===== src/rtl/ddr2_wodt_pkg.sv =====
package ddr2_wodt_pkg;

  typedef enum logic [1:0] {
    CMD_NOP   = 2'b00,
    CMD_READ  = 2'b01,
    CMD_WRITE = 2'b10,
    CMD_MISC  = 2'b11
  } cmd_e;

  // Clocks from the WRITE command to the rise of the termination pin:
  // write latency (cl-1), minus the memory's turn-on delay, minus one
  // clock so termination is on ahead of the first data beat.
  function automatic int odt_lead(input int cl, input int aond);
    return (cl - 1) - aond - 1;
  endfunction

  // High time of the pin for one write: data clocks plus the extension.
  function automatic int odt_span(input logic bl8, input int ext);
    return (bl8 ? 8 : 4) / 2 + ext;
  endfunction

  // Smallest CAS latency whose lead is at least one clock.
  function automatic int min_cl(input int aond);
    return aond + 3;
  endfunction

endpackage


===== src/rtl/rd_wr_spacer.sv =====
module rd_wr_spacer #(
  parameter int GAP = 5,
  parameter int W   = 3
) (
  input  logic clk,
  input  logic rst,
  input  logic rd_fire,
  output logic wr_block
);
  localparam logic [W-1:0] LOAD = W'(GAP - 1);

  logic [W-1:0] cnt;

  always_ff @(posedge clk) begin
    if (rst)                cnt <= '0;
    else if (rd_fire)       cnt <= LOAD;
    else if (cnt != '0)     cnt <= cnt - W'(1);
  end

  assign wr_block = (cnt != '0);
endmodule


===== src/rtl/wr_launch_pipe.sv =====
module wr_launch_pipe #(
  parameter int DEPTH  = 11,
  parameter int LEAD_W = 4
) (
  input  logic              clk,
  input  logic              rst,
  input  logic              wr_fire,
  input  logic [LEAD_W-1:0] lead,
  output logic              start
);
  logic [DEPTH-1:0] stage;

  for (genvar g = 0; g < DEPTH; g++) begin : g_stage
    logic d_in;
    logic q;
    if (g == 0) begin : g_head
      assign d_in = wr_fire;
    end else begin : g_body
      assign d_in = stage[g-1];
    end
    always_ff @(posedge clk) begin
      if (rst) q <= 1'b0;
      else     q <= d_in;
    end
    assign stage[g] = q;
  end

  // Stage i holds a write granted i+1 cycles ago.
  always_comb begin
    start = 1'b0;
    for (int i = 0; i < DEPTH; i++) begin
      if (LEAD_W'(i + 1) == lead) start = stage[i];
    end
  end
endmodule


===== src/rtl/odt_hold.sv =====
module odt_hold #(
  parameter int W = 3
) (
  input  logic         clk,
  input  logic         rst,
  input  logic         start,
  input  logic [W-1:0] span,
  output logic         odt
);
  logic [W-1:0] cnt;
  logic [W-1:0] dec;
  logic [W-1:0] fresh;

  assign dec   = (cnt == '0) ? '0 : cnt - W'(1);
  assign fresh = span - W'(1);

  // A new window keeps whichever end lies later, so windows merge.
  always_ff @(posedge clk) begin
    if (rst)        cnt <= '0;
    else if (start) cnt <= (dec > fresh) ? dec : fresh;
    else            cnt <= dec;
  end

  assign odt = start | (cnt != '0);
endmodule


===== src/rtl/ddr2_wodt_ctrl.sv =====
module ddr2_wodt_ctrl
  import ddr2_wodt_pkg::*;
#(
  parameter int CL_W      = 4,
  parameter int RD2WR_GAP = 5,
  parameter int ODT_EXT   = 1,
  parameter int T_AOND    = 2
) (
  input  logic            clk,
  input  logic            rst,
  input  logic            req_valid,
  input  logic [1:0]      req_cmd,
  input  logic [CL_W-1:0] cas_lat,
  input  logic            burst8,
  output logic            req_grant,
  output logic            odt_out,
  output logic            cfg_err
);
  localparam int CL_MIN   = min_cl(T_AOND);
  localparam int PIPE_D   = odt_lead((1 << CL_W) - 1, T_AOND);
  localparam int LEAD_W   = $clog2(PIPE_D + 1);
  localparam int SPAN_MAX = odt_span(1'b1, ODT_EXT);
  localparam int SPAN_W   = $clog2(SPAN_MAX + 1);
  localparam int GAP_W    = $clog2(RD2WR_GAP + 1);

  cmd_e              cmd;
  logic              is_wr;
  logic              cl_ok;
  logic              wr_block;
  logic              wr_fire;
  logic              rd_fire;
  logic              odt_start;
  logic              odt_raw;
  logic [LEAD_W-1:0] lead_sel;
  logic [SPAN_W-1:0] span_sel;

  assign cmd      = cmd_e'(req_cmd);
  assign is_wr    = (cmd == CMD_WRITE);
  assign cl_ok    = (int'(cas_lat) >= CL_MIN);
  assign lead_sel = cl_ok ? LEAD_W'(odt_lead(int'(cas_lat), T_AOND)) : LEAD_W'(1);
  assign span_sel = SPAN_W'(odt_span(burst8, ODT_EXT));

  assign req_grant = req_valid & ~rst & (is_wr ? (~wr_block & cl_ok) : 1'b1);
  assign wr_fire   = req_grant & is_wr;
  assign rd_fire   = req_grant & (cmd == CMD_READ);
  assign cfg_err   = ~cl_ok;
  assign odt_out   = odt_raw & ~rst;

  rd_wr_spacer #(.GAP(RD2WR_GAP), .W(GAP_W)) u_spacer (
    .clk      (clk),
    .rst      (rst),
    .rd_fire  (rd_fire),
    .wr_block (wr_block)
  );

  wr_launch_pipe #(.DEPTH(PIPE_D), .LEAD_W(LEAD_W)) u_pipe (
    .clk     (clk),
    .rst     (rst),
    .wr_fire (wr_fire),
    .lead    (lead_sel),
    .start   (odt_start)
  );

  odt_hold #(.W(SPAN_W)) u_hold (
    .clk   (clk),
    .rst   (rst),
    .start (odt_start),
    .span  (span_sel),
    .odt   (odt_raw)
  );
endmodule


===== config.mk =====
export PLATFORM = sky130hd
export DESIGN_NAME = ddr2_wodt_ctrl
export DESIGN_NICKNAME = d
export VERILOG_FILES = /design/src/rtl/ddr2_wodt_pkg.sv /design/src/rtl/rd_wr_spacer.sv /design/src/rtl/wr_launch_pipe.sv /design/src/rtl/odt_hold.sv /design/src/rtl/ddr2_wodt_ctrl.sv
export SDC_FILE = /design/constraint.sdc
export NUM_CORES = 1
export LEC_CHECK = 0
export BUFFER_PORTS_ARGS = -buffer_cell sky130_fd_sc_hd__clkbuf_2
export CAP_MARGIN = 25
export CORE_MARGIN = 10
export CORE_UTILIZATION = 57
export CTS_BUF_LIST = sky130_fd_sc_hd__clkbuf_2 sky130_fd_sc_hd__clkbuf_4 sky130_fd_sc_hd__clkbuf_8
export DETAILED_ROUTE_END_ITERATION = 8
export PLACE_DENSITY = 0.86
export SLEW_MARGIN = 25
export SYNTH_ARGS = -nofsm -noshare
export SYNTH_HDL_FRONTEND = slang
export SYNTH_SLANG_ARGS = --single-unit

===== constraint.sdc =====
create_clock -name clk -period 2.15 [get_ports clk]
set_input_delay 0.1075 -clock clk [delete_from_list [all_inputs] [get_ports clk]]
set_output_delay 0.1075 -clock clk [all_outputs]
set_load 0.01 [all_outputs]

### Word level (Yosys, flattened, before mapping)

Index checks and enable logic that the tools add are counted.

* $add $sub $neg: 8
* magnitude comparators: 2
* equality and inequality tests: 13
* mux-type cells: 19
* bitwise gates (word level): 11
* reduce and logical (&&, ||, !) cells: 5

Operators with widths (count)
* $eq 3x4->1 const A: 4
* $eq 4x4->1 const A: 4
* $mux 3: 5
* $mux 1: 12
* $sub 3x1->3 const B: 3
* $eq 2x4->1 const A: 2
* $mux 4: 2
* $and 1x1->1: 6
* $reduce_bool 3->1: 2
* $eq 1x4->1 const A: 1
* $ge 4x3->1 const B: 1
* $sub 4x1->4 const B: 1
* $sub 4x2->4 const B: 1
* $sub 4x3->4 const B: 1
* $add 3x1->3: 1
* $add 3x2->3 const B: 1
* $gt 3x3->1: 1
* $logic_not 3->1: 1
* $not 1->1: 3
* $eq 2x1->1 const B: 1
* $eq 2x2->1 const B: 1
* $reduce_bool 2->1: 1
* $reduce_or 2->1: 1
* $and 1x1->1 const A: 1
* $or 1x1->1: 1

* bits in registers: 17
* input port bits: 10
* output and inout bits: 3
* word-level logic and storage cells: 72

### Logic depth before layout (Yosys ltp)

* depth after elaboration: 18
* gate-level depth with buffers: 9
* depth with buffers taken out: 9

### By module

Synthesis repeated with hierarchy kept, for this count alone.

* cell total of the unflattened synthesis: 106
* area total of the unflattened synthesis: 1013.5 um^2

By module, submodules not included
* wr_launch_pipe: times used 1, cells each 36, area an instance 415.4 um^2, seq. area each 220.2 um^2
* odt_hold: times used 1, cells each 35, area an instance 309.0 um^2, seq. area each 60.1 um^2
* rd_wr_spacer: times used 1, cells each 18, area an instance 170.2 um^2, seq. area each 60.1 um^2
* ddr2_wodt_ctrl: times used 1, cells each 17, area an instance 118.9 um^2, seq. area each 0.0 um^2

### Worst setup path before layout

OpenSTA, ideal clock, no wires.

* kind: register to register
* from: register u_pipe.g_stage[5].q
* to: register u_hold.cnt[1]
* setup time: 0.091 ns
* data arrival time: 1.516 ns
* required time: 2.059 ns
* path slack: 0.543 ns
* cell stages (with the launch flop): 6
* buffers on the path: 0
* period minus slack after synthesis: 1.607 ns
* cell sequence: dfxtp_1 -> mux2_4 -> o221a_1 -> o311a_1 -> o211a_1 -> a311oi_1

* word-level cells in the longest chain between the ends: 7

RTL lines
* start, declared: RTL line wr_launch_pipe.sv:15 `logic q;`
* start signal, assigned: RTL line wr_launch_pipe.sv:23 `else q <= d_in;`
* $mux 1 (6 in a row): RTL line wr_launch_pipe.sv:32 `if (LEAD_W'(i + 1) == lead) start = stage[i];`
* $mux 3: RTL line odt_hold.sv:20 `else if (start) cnt <= (dec > fresh) ? dec : fresh;`
* end signal, assigned: RTL line odt_hold.sv:20
* end, declared: RTL line odt_hold.sv:10 `logic [W-1:0] cnt;`

Every way passes these cells.
A chain may end at the register's enable or synchronous reset.

### Worst setup path in the final report

* from: register u_pipe.g_stage[3].q
* to: output port odt_out

* word-level cells in the longest chain between the ends: 10

RTL lines
* start, declared: RTL line wr_launch_pipe.sv:15
* start signal, assigned: RTL line wr_launch_pipe.sv:23
* $mux 1 (8 in a row): RTL line wr_launch_pipe.sv:32
* $or 1x1->1: RTL line odt_hold.sv:24 `assign odt = start | (cnt != '0);`
* $and 1x1->1: RTL line ddr2_wodt_ctrl.sv:47 `assign odt_out = odt_raw & ~rst;`
* end, declared: RTL line ddr2_wodt_ctrl.sv:16 `output logic odt_out,`

Every way passes these cells.

==> reports/results.txt <==
Max stage delay on crit path - 0.41 ns
count of final hold-check violations - 0
worst setup path category - flop to output port
Via Count - 713
EDFF count, synth - 0
global-route wire length before repair - 2.91 mm
CP max-delay cell - o311ai_1
Final period util - 89.6%
Placed Area - 940 um^2
worst-path cell chain - mux2_4 > o221a_1 > o311ai_1 > a31oi_1 > clkbuf_2
Post-CTS Setup Bufs - 0
Core Util, Final - 65.0%
Yosys reg bits - 17
Register-to-Register Path Depth - 8
Ports - 13
Leak - 0.475 nW
die height - 59.3 um
Critical Path RT - 2.04 ns
std cell rows - 14
# hold bufs at CTS - 0
final slew viol count - 0
FILL cells - 127
CTS H-tree depth - 1
clk_skew - 0.00455 ns
Final Non-Filler Cells - 128
DR WL/cell - 12.7 um
synth top area cells - dfxtp_1 39%, ha_1 8.5%, nor2b_1 7.1%, inv_1 5.1%, nor2_1 4.3%
Power Dens Cells - 737 nW/um^2
Avg Cell Area, Syn - 8.88 um^2
Core ar. - 1490 um^2
CTS buffer count - 3
post-route cell area - 967 um^2
Critical R2R Capture - u_hold.cnt[1]$_SDFF_PP0_
Worst EP arrival - 1.82 ns
number of nets in the layout - 129
clk root buf - clkbuf_4
initial antenna violation count - 0
via density per instance - 5.57
all-layer global routing usage - 10.2%
area share of the largest cell type after synthesis - 38.7%
pin count of the biggest net entering global routing - 17
layout cell share with drive strength beyond 1 - 15.2%
Worst Path Max Fanout - 3
vias in the first global route - 723
Worst R2R Setup Slack - 0.35 ns
HP Class - input port to flop
crit start category - flop
WHS Path Cells - 2
DRC violations left - 0
Post-CTS Resized - 0
post-DP HPWL - 1.32 mm
antenna diode count - 0
CTS tree - yes
cell type contributing the most total cell area after synthesis - dfxtp_1
Synth Flop Type - dfxtp_1
Seq/Total Area, Yosys - 38.7%
min cycle time layout - 1.93 ns
hold endpoint - u_pipe.g_stage[0].q$_SDFF_PP0_
drt pass-1 iters - 4
Setup crit end kind - output port
Synth Cell Area - 880 um^2
post-route ant nets - 0
Syn Nets - 115
RSZ-0062 raised after global routing - no
dpl cells - 124
synth warn - 0
Clock Path Buffers - 2
routed wire length - 1.62 mm
status - finished, final reports clean
Worst Min Path Start - req_cmd[1]
Skew-Pair Late Insertion Delay - 0.28 ns
area added between synthesis and finish - 9.96%
Starting Density - 59.1%
share of flip-flops with an asynchronous set or reset - 0%
Setup Total Neg Slack - 0 ns
most frequent cell after synthesis - dfxtp_1
number of max-cap violations - 0
Peak VDD IR - 0.442 mV
Crit Reg-Reg Startpoint - u_hold.cnt[1]$_SDFF_PP0_
Clock Sink Count - 17
Rel. slew slack - 72.4%
commonest cells in the netlist - 17 x dfxtp_1, 12 x inv_1, 10 x nor2_1, 10 x nor2b_1
die area - 3510 um^2
Worst-Margin Slew - 0.408 ns
Synth Instances - 99
final global-route overflow total - 0
port bufs - 12
Final Wtd Congestion - 0.726
max frequency - 0.519 GHz
Finish-stage setup viols - 0
Cell variety after synth - 31
die width - 59.3 um
clock slew at reported path FFs - 0.10 ns
initial DRC count - 24
## flip-flops by register name, summed over array words and instances, names as in the netlist
signal / count
u_pipe.g_stage.d_in: 1
u_hold.cnt: 3
u_spacer.cnt: 3
u_pipe.g_stage.q: 10
## worst max-delay path, delay by kind of cell (launching register included)
family                 cells  cell delay, ns
multiplexers               1            0.26
flip-flops                 1            0.33
buffers and inverters      1            0.15
AO/OA/AOI/OAI              3            0.79
## power by group
part | switching (mW) | internal, mW | leakage, nW
registers | 0.0132 | 0.339 | 0.138
logic | 0.110 | 0.0848 | 0.319
clock network | 0.0969 | 0.0689 | 0.0177
total | 0.220 | 0.493 | 0.475
## how the worst max path moves through the flow
stage / cells past startpoint / to / from
5_1_grt: 5 / odt_out / u_pipe.g_stage[3].q$_SDFF_PP0_
4_1_cts: 5 / odt_out / u_pipe.g_stage[3].q$_SDFF_PP0_
2_1_floorplan: 5 / u_hold.cnt[1]$_SDFF_PP0_ / u_pipe.g_stage[5].q$_SDFF_PP0_
3_5_place_dp: 5 / u_hold.cnt[1]$_SDFF_PP0_ / u_hold.cnt[1]$_SDFF_PP0_
6_report: 5 / odt_out / u_pipe.g_stage[3].q$_SDFF_PP0_
3_3_place_gp: 6 / odt_out / cas_lat[1]
## routing by layer
layer	track usage (%)	vias to the layer above	share of wire [%]
met1	13.1	321	47
met2	15.6	20	46
met4	3.93	0	0.55
met3	2.79	2	6.8
met5	0	-	0
li1	-	370	-
## area by class of cell
class / instances / area [um^2] / share of cell area, %
Clock buffer: 3 / 22.5 / 2.33
Clock inverter: 1 / 5.00 / 0.517
Inverter: 12 / 45.0 / 4.66
Multi-Input combinational cell: 67 / 474 / 49.0
Sequential cell: 17 / 340 / 35.2
Tap cell: 16 / 20.0 / 2.07
Timing Repair Buffer: 12 / 60.1 / 6.21
## placed cells by master (no fill, tap or decap), types with 2 or more instances in the layout
cell type / synthesis / routed
nor3b_1: 4 / 4
a21oi_1: 3 / 3
clkbuf_2: 0 / 12
nor2_1: 10 / 10
nand3_1: 2 / 2
nor2b_1: 10 / 10
dfxtp_1: 17 / 17
clkbuf_4: 0 / 3
inv_1: 12 / 12
nor3_1: 2 / 2
a311oi_1: 2 / 2
ha_1: 6 / 6
nand2_1: 6 / 6
and3_1: 2 / 2
mux2i_1: 2 / 2
o21ai_0: 4 / 4
## kinds of logic after synthesis
| kind of cell | after synthesis | share of synthesized area [%] |
|---|---|---|
| buf+inv | 15 | 7.40 |
| mux | 4 | 6.97 |
| xor+xnor | 1 | 0.996 |
| simple gates | 37 | 21.8 |
| compound gates | 19 | 15.6 |
| fa+ha+maj | 6 | 8.53 |
| flops | 17 | 38.7 |
## stage by stage
stage	worst slack, ns	hold slack, ns	total power, mW
after floorplan	0.543	0.179	0.506
after global placement	0.402	0.362	0.538
after detailed placement	0.330	0.373	0.554
after CTS	0.0591	0.0762	0.721
after global routing	0.0784	0.0905	0.763
final	0.225	0.0795	0.713
No activity file was read; power rests on OpenSTA's default activity.
